## config.mk

```make
export PLATFORM = sky130hd
export DESIGN_NAME = rst_pulse_ctrl
export DESIGN_NICKNAME = d
export VERILOG_FILES = /design/src/rtl/rpc_pkg.sv /design/src/rtl/rpc_sync.sv /design/src/rtl/rpc_pulse.sv /design/src/rtl/rpc_settle.sv /design/src/rtl/rst_pulse_ctrl.sv
export SDC_FILE = /design/constraint.sdc
export NUM_CORES = 1
export LEC_CHECK = 0
export BUFFER_PORTS_ARGS = -buffer_cell sky130_fd_sc_hd__buf_2
export CAP_MARGIN = 20
export CORE_MARGIN = 2
export CORE_UTILIZATION = 50
export CTS_BUF_LIST = sky130_fd_sc_hd__clkbuf_4
export CTS_CLUSTER_SIZE = 28
export DETAILED_ROUTE_END_ITERATION = 10
export GPL_TIMING_DRIVEN = 0
export PLACE_DENSITY_LB_ADDON = 0.1
export SLEW_MARGIN = 30
export SYNTH_ARGS = -nofsm -noshare
export SYNTH_HDL_FRONTEND = slang
export SYNTH_SLANG_ARGS = --single-unit
```

## constraint.sdc

```tcl
create_clock -name clk -period 1.6 [get_ports clk]
set_input_delay 0.32 -clock clk [delete_from_list [all_inputs] [get_ports clk]]
set_output_delay 0.32 -clock clk [all_outputs]
set_load 0.01 [all_outputs]
```

## src/rtl/rpc_pkg.sv

```systemverilog
package rpc_pkg;
    typedef enum logic [1:0] {
        MODE_RUN  = 2'b00,
        MODE_IDLE = 2'b01,
        MODE_STBY = 2'b10,
        MODE_PDN  = 2'b11
    } mode_e;

    localparam logic [1:0] PLL_OFF  = 2'b00;
    localparam logic [1:0] PLL_X2   = 2'b01;
    localparam logic [1:0] PLL_RSVD = 2'b10;
    localparam logic [1:0] PLL_X4   = 2'b11;
endpackage

```

## src/rtl/rpc_sync.sv

```systemverilog
module rpc_sync #(
    parameter int STAGES = 2
) (
    input  logic clk,
    input  logic arst_n,
    input  logic d_i,
    output logic q_o
);
    localparam int N = (STAGES < 1) ? 1 : STAGES;

    typedef struct packed {
        logic [N-1:0] sh;
    } sync_st_t;

    sync_st_t st_d, st_q;

    always_comb begin
        st_d = st_q;
        if (N == 1) st_d.sh = d_i;
        else        st_d.sh = {st_q.sh[N-2:0], d_i};
    end

    always_ff @(posedge clk or negedge arst_n) begin
        if (!arst_n) st_q <= '0;
        else         st_q <= st_d;
    end

    assign q_o = st_q.sh[N-1];
endmodule

```

## src/rtl/rpc_pulse.sv

```systemverilog
module rpc_pulse #(
    parameter int LEN = 16
) (
    input  logic clk,
    input  logic arst_n,
    input  logic start_i,
    output logic active_o
);
    localparam int CW = $clog2((LEN > 1) ? LEN : 2);
    localparam logic [CW-1:0] LAST = CW'(LEN - 1);

    typedef struct packed {
        logic          active;
        logic [CW-1:0] cnt;
    } pulse_st_t;

    pulse_st_t st_d, st_q;

    always_comb begin
        st_d = st_q;
        if (start_i) begin
            st_d.active = 1'b1;
            st_d.cnt    = LAST;
        end else if (st_q.active) begin
            if (st_q.cnt == '0) st_d.active = 1'b0;
            else                st_d.cnt    = st_q.cnt - 1'b1;
        end
    end

    always_ff @(posedge clk or negedge arst_n) begin
        if (!arst_n) begin
            st_q.active <= 1'b1;
            st_q.cnt    <= LAST;
        end else begin
            st_q <= st_d;
        end
    end

    assign active_o = st_q.active;


    pulse_no_cut_chk: assert property (@(posedge clk) disable iff (!arst_n)
        (st_q.active && st_q.cnt != '0) |=> st_q.active);
endmodule

```

## src/rtl/rpc_settle.sv

```systemverilog
module rpc_settle #(
    parameter int CYC = 40
) (
    input  logic clk,
    input  logic arst_n,
    input  logic clear_i,
    input  logic run_i,
    output logic done_o
);
    localparam int CW = $clog2(CYC + 1);
    localparam logic [CW-1:0] LAST = CW'(CYC - 1);

    typedef struct packed {
        logic          done;
        logic [CW-1:0] cnt;
    } settle_st_t;

    settle_st_t st_d, st_q;

    always_comb begin
        st_d = st_q;
        if (clear_i) begin
            st_d.done = 1'b0;
            st_d.cnt  = '0;
        end else if (run_i && !st_q.done) begin
            st_d.cnt = st_q.cnt + 1'b1;
            if (st_q.cnt == LAST) st_d.done = 1'b1;
        end
    end

    always_ff @(posedge clk or negedge arst_n) begin
        if (!arst_n) st_q <= '0;
        else         st_q <= st_d;
    end

    assign done_o = st_q.done;


    settle_sticky_chk: assert property (@(posedge clk) disable iff (!arst_n)
        (st_q.done && !clear_i) |=> st_q.done);
endmodule

```

## src/rtl/rst_pulse_ctrl.sv

```systemverilog
module rst_pulse_ctrl import rpc_pkg::*; #(
    parameter int                PULSE_LEN   = 16,
    parameter int                SETTLE_CYC  = 40,
    parameter int                SYNC_STAGES = 2,
    parameter int                ADDR_W      = 24,
    parameter logic [ADDR_W-1:0] RESET_VEC   = 24'hFF2080
) (
    input  logic              clk,
    input  logic              arst_n,
    input  logic              rst_pin_i,
    input  logic              int_rst_req_i,
    input  logic [1:0]        pll_sel_i,
    input  logic              mode_wr_i,
    input  logic [1:0]        mode_val_i,
    output logic              pull_dn_en_o,
    output logic              core_rst_n_o,
    output logic              clk_en_o,
    output logic [1:0]        mode_o,
    output logic              pll_err_o,
    output logic              fetch_go_o,
    output logic [ADDR_W-1:0] fetch_addr_o
);
    typedef struct packed {
        logic       prev;
        logic       rst_act;
        logic [1:0] pll;
        mode_e      mode;
        logic       fetch_go;
    } ctrl_st_t;

    ctrl_st_t st_d, st_q;

    logic pin_s;
    logic pulse_act;
    logic settled;
    logic pll_on;
    logic trig;

    rpc_sync #(.STAGES(SYNC_STAGES)) u_sync (
        .clk    (clk),
        .arst_n (arst_n),
        .d_i    (rst_pin_i),
        .q_o    (pin_s)
    );

    rpc_pulse #(.LEN(PULSE_LEN)) u_pulse (
        .clk      (clk),
        .arst_n   (arst_n),
        .start_i  (trig),
        .active_o (pulse_act)
    );

    rpc_settle #(.CYC(SETTLE_CYC)) u_settle (
        .clk     (clk),
        .arst_n  (arst_n),
        .clear_i (trig),
        .run_i   (st_q.rst_act),
        .done_o  (settled)
    );

    // Reserved select is treated as multiplier off.
    assign pll_on = (st_q.pll == PLL_X2) || (st_q.pll == PLL_X4);

    // Own pull-down masks every event so the echo cannot retrigger.
    assign trig = (int_rst_req_i || (st_q.prev && !pin_s)) && !pulse_act;

    always_comb begin
        st_d          = st_q;
        st_d.prev     = pin_s;
        st_d.pll      = pll_sel_i;
        st_d.fetch_go = 1'b0;
        if (trig) begin
            st_d.rst_act = 1'b1;
            st_d.mode    = MODE_RUN;
        end else if (st_q.rst_act && !pulse_act && pin_s && (!pll_on || settled)) begin
            st_d.rst_act  = 1'b0;
            st_d.fetch_go = 1'b1;
        end else if (!st_q.rst_act && mode_wr_i) begin
            st_d.mode = mode_e'(mode_val_i);
        end
    end

    always_ff @(posedge clk or negedge arst_n) begin
        if (!arst_n) begin
            st_q.prev     <= 1'b0;
            st_q.rst_act  <= 1'b1;
            st_q.pll      <= PLL_OFF;
            st_q.mode     <= MODE_RUN;
            st_q.fetch_go <= 1'b0;
        end else begin
            st_q <= st_d;
        end
    end

    assign pull_dn_en_o = pulse_act;
    assign core_rst_n_o = !st_q.rst_act;
    assign clk_en_o     = !(st_q.rst_act && pll_on && !settled);
    assign mode_o       = st_q.mode;
    assign pll_err_o    = (st_q.pll == PLL_RSVD);
    assign fetch_go_o   = st_q.fetch_go;
    assign fetch_addr_o = RESET_VEC;


    pulse_start_chk: assert property (@(posedge clk) disable iff (!arst_n)
        trig |=> (pull_dn_en_o && !core_rst_n_o));


    level_hold_chk: assert property (@(posedge clk) disable iff (!arst_n)
        (st_q.rst_act && !pin_s) |=> st_q.rst_act);


    pll_gate_chk: assert property (@(posedge clk) disable iff (!arst_n)
        $rose(core_rst_n_o) |-> (!$past(pll_on) || $past(settled)));


    rsvd_off_chk: assert property (@(posedge clk) disable iff (!arst_n)
        pll_err_o |-> clk_en_o);


    mode_force_chk: assert property (@(posedge clk) disable iff (!arst_n)
        trig |=> (mode_o == MODE_RUN));


    fetch_strobe_chk: assert property (@(posedge clk) disable iff (!arst_n)
        fetch_go_o |-> (core_rst_n_o && $past(!core_rst_n_o)));
endmodule

```

**Yosys cells after proc, flatten, opt, wreduce, memory -nomap -nowiden**

Index checks and enable logic that the tools add are counted.
Widths: inputs -> output; s select.

- Flip-flop bits (word level): 21
- Input bits: 9
- Output and inout bits: 31
- Word-level logic and storage cells: 59

- $add $sub $neg: 2
- Equal/unequal tests: 6
- Mux-type cells: 14
- Reduce and logical (&&, ||, !) cells: 27

Operators by type and width:

| cell | count |
|---|---|
| $mux 7 | 2 |
| $mux 5 | 2 |
| $reduce_bool 2->1 | 5 |
| $logic_and 1x1->1 | 9 |
| $add 6x1->6 const B | 1 |
| $eq 6x6->1 const B | 1 |
| $logic_not 1->1 | 6 |
| $mux 1 | 6 |
| $mux 2 | 3 |
| $reduce_and 2->1 | 3 |
| $eq 2x2->1 const B | 2 |
| $logic_not 4->1 | 1 |
| $mux 4 | 1 |
| $ne 2x2->1 const B | 2 |
| $sub 4x1->4 const B | 1 |
| $logic_or 1x1->1 | 3 |
| $eq 2x1->1 const B | 1 |

**Depth between registers and ports, before layout**

- Word-level depth: 7
- Mapped depth: 5
- Depth with buffers taken out: 5

**Cells and area by module**

A second synthesis with hierarchy kept.

- Cell total of the unflattened synthesis: 110
- Area total of the unflattened synthesis: 1157.4 um2

Modules (own cells, without submodules):

| module | instances | cells an instance | area each (um2) | sequential area each (um2) |
|---|---|---|---|---|
| rst_pulse_ctrl | 1 | 50 | 496.7 | 176.4 |
| rpc_settle | 1 | 33 | 349.1 | 175.2 |
| rpc_pulse | 1 | 25 | 261.5 | 131.4 |
| rpc_sync | 1 | 2 | 50.0 | 50.0 |

**Least setup slack after synthesis**

No wires, ideal clock.

- Path type: reg2reg
- Start: register u_pulse.st_q, in the netlist u_pulse.active_o
- End: register u_pulse.st_q[3] (netlist bit)
- Library setup time: 0.082 ns
- Arrival: 1.320 ns
- Data required time: 1.518 ns
- Path slack: 0.199 ns
- Cell stages (with the launch flop): 3
- Path buffers: 0
- Period minus slack after synthesis: 1.401 ns
- Path through: dfstp_2 > or4b_4 > a211o_1

- Word-level cells in the longest chain between the ends: 4
- Elaborated cells between the ends (all ways): 6
- Those cells by class: eq/ne: 1; mux: 1; reduce/logical: 4

RTL lines:

| item | RTL line | source |
|---|---|---|
| start, declared | rpc_pulse.sv:17 | `pulse_st_t st_d, st_q;` |
| start signal, assigned | rpc_pulse.sv:35 | `st_q <= st_d;` |
| $logic_not 1->1 | rst_pulse_ctrl.sv:65 | `assign trig = (int_rst_req_i \|\| (st_q.prev && !pin_s)) && !pulse_act;` |
| $logic_and 1x1->1 | rst_pulse_ctrl.sv:65 |  |
| $ne 2x2->1 (no line) or $reduce_bool 2->1 (tied branches) | - |  |
| $reduce_and 2->1 (no line) | - |  |

Several ways; a longest one is shown, not always the timed one.
A chain may end at the register's enable or synchronous reset.

**Worst setup path in the final report**

- Start: register st_q[5] (netlist bit)
- End: output clk_en_o

- Word-level cells in the longest chain between the ends: 3

RTL lines:

| item | RTL line | source |
|---|---|---|
| start, declared | rst_pulse_ctrl.sv:31 | `ctrl_st_t st_d, st_q;` |
| start signal, assigned | rst_pulse_ctrl.sv:91 | `st_q <= st_d;` |
| $logic_and 1x1->1 (2 in series) | rst_pulse_ctrl.sv:97 | `assign clk_en_o = !(st_q.rst_act && pll_on && !settled);` |
| $logic_not 1->1 | rst_pulse_ctrl.sv:97 |  |
| end, declared | rst_pulse_ctrl.sv:17 | `output logic clk_en_o,` |

Every way passes these cells.

==> results.toml <==
[timing]
finalCritPeriodShare_pct = 95.4
hold_viol_final = 0
rsz0062_at_grt = "false"
fin_setup_tns_ns = 0
holdWs_ns = 0.117
skew_ns = 0.00303
setup_viol = 0
slew_viol_final = 0
fin_ws_ns = 0.0741
max_freq_ghz = 0.655
period_minus_slack_ns = 1.53

[global_routing]
top_usage_layer = "met2"
grt_use_met3_pct = 2.01
grt_pass1_wl_um = 3130
met2_usage_pct = 25.4
grt_max_degree = 22
antenna_found_initial = 0
first_global_vias = 738
grt_overflow_total = 0
grt.total_usage_pct = 16.0
grt.met1_usage_pct = 21.0

[routing]
vias_per_cell = 4.48
firstDrtPassIters = 5
drt-initial-drc-count = 19
routed_wl_um = 1880
final_antenna_net_count = 0
vias = 828
drc_errors = 0
wl_per_cell_um = 10.2

[clock_network]
clk_pin_slew_ns = 0.11
h-tree-depth = 1
root_buffer = "clkbuf_4"
cts_tree = "built"
clk_path_buf_depth = 2
clk_latency_ns = 0.30
cts_made_buffers = 3
cts_sinks = 21

[placement]
postPlaceCellArea_um2 = 1320
post-place-ws_ns = 0.0994
portBuffers = 15
place.gp.congestion = 0.761
dp.cells = 176
place_hpwl_um = 1400

[worst_setup_path]
r2r_cells = 5
reg2reg_slack_ns = 0.13
critPathKind = "register to primary output"
cp_slowest_cell = "dfstp_2"
cp_top_family = "flip-flops"
timing.rr.start = "u_pulse.st_q[0]"
required_ns = 1.28
rr_endpoint = "u_pulse.st_q[0]"
critPathMaxFanout = 4
path_cells = "nor2b_4, nand2_1, buf_2"
end_kind = "primary output"
slowest_delay_ns = 0.55
start_kind = "register"
crit_buf_inv = 1
crit_path_start = "st_q[5]"
critical_path_arrival_ns = 1.21

[floorplan]
io_pins = 40
rows = 17
initial_core_util_pct = 52.0
core_um2 = 2170
die_h_um = 51.5
dieArea_um2 = 2650
die_x_um = 51.5

[synthesis]
synth_top_area_share_pct = 33.3
synth_ff_type = "dfrtp_1"
yosys.cell_types.count = 30
synth_cells = 111
avgSynthCellArea_um2 = 10.2
netlist_area_um2 = 1130
yosysTopAreaCell = "dfrtp_1"
synth_common_cells = "26 x buf_4, 15 x dfrtp_1, 6 x dfstp_2, 6 x nand2_1, 6 x nor2_1"
synthArstFlopShare_pct = 100
synth-edff-count = 0
ys_seq_area_share_pct = 47.2
yosysWarningCount = 0
synth.most_common_cell = "buf_4"
synth.area.top_cells = "dfrtp_1 33%, buf_4 17%, dfstp_2 14%"
ys_ff_latch = 21

[hold_path]
hold-path-endpoint = "st_q[3]"
hp-start = "pll_sel_i[0]"
min_path_type = "input port to register"
min_path_cells = 1

[final_layout]
final_nets = 170
n_antenna_cell = 0
fillCellCount = 190
seqCellArea_um2 = 533
multi_input_area_um2 = 470
stdcell_count = 185
drive_gt1_share_pct = 38.2
utilization_pct = 64.6
area_growth_pct = 24.2
stdcell_area_um2 = 1400

[outcome]
outcome = "complete, no violations"

[power]
design_power_total_mw = 2.01
vdd_drop_max_uv = 1030
p_per_area_nw_per_um2 = 1430
p_leak_nw = 0.756

[run]
max_cap_violations = 0
worst max path at each step:
stage	end	slack (ns)	cells past startpoint
3_3_place_gp	clk_en_o	0.09	3
4_1_cts	clk_en_o	0.03	3
2_1_floorplan	u_pulse.st_q[3]	0.20	2
3_5_place_dp	clk_en_o	0.1	3
6_report	clk_en_o	0.07	3
5_1_grt	u_pulse.st_q[0]	0.006	5
power breakdown:
| part | leakage, nW | total [mW] | switching (mW) | internal (mW) |
|---|---|---|---|---|
| logic | 0.485 | 0.837 | 0.400 | 0.437 |
| registers | 0.253 | 0.905 | 0.149 | 0.756 |
| clock network | 0.0184 | 0.267 | 0.153 | 0.114 |
| total | 0.756 | 2.01 | 0.702 | 1.31 |
layer usage:
layer,up-vias,part of all wire [%]
met1,375,44
met2,37,45
li1,414,-
met5,-,0
met4,0,0.85
met3,2,9.7
cell type report:
cell class | count | share of cell area, %
clock buffer | 4 | 2.14
tap | 28 | 2.50
timing repair buffer | 20 | 8.21
buffer | 27 | 14.2
sequential | 21 | 38.0
inverter | 5 | 1.34
multi-input combinational | 80 | 33.6
cell usage in the layout (no fill, tap or decap), drive strengths merged, types with 2 or more instances in the layout:
cell,n
conb,24
clkbuf,5
o21ai,5
o21a,2
dfstp,6
buf,45
or3,2
a211o,2
o211ai,2
nand2,6
nor2b,4
nand3b,2
ha,3
mux2i,4
nor3,5
dfrtp,15
nor2,6
inv,5
a21oi,3
sequential cells by signal (all words and copies together), names as in the netlist:
register,count
u_settle.st_q,6
u_pulse.st_q,4
u_pulse.active_o,1
st_q,4
u_settle.done_o,1
u_sync.st_q,2
mode_o,2
fetch_go_o,1
timing repair:
| item | in CTS | in global routing |
|---|---|---|
| setup endpoints to repair | 1 | 2 |
| pin swaps | 0 | 1 |
| buffers inserted | 1 | 3 |
| endpoints found under the hold margin | 15 | 0 |
| resized for setup | 2 | 1 |
| hold buffers | 1 | 0 |
logic make-up after synthesis:
| kind of cell | count (synthesis) | synth area share (%) |
|---|---|---|
| buf+inv | 32 | 19.3 |
| simple gates | 32 | 15.9 |
| flops | 21 | 47.2 |
| xor+xnor | 2 | 1.55 |
| other cells | 2 | 0.665 |
| fa+ha+maj | 3 | 3.33 |
| mux | 4 | 3.55 |
| compound gates | 15 | 8.54 |
Power figures use the tool's default switching activity.
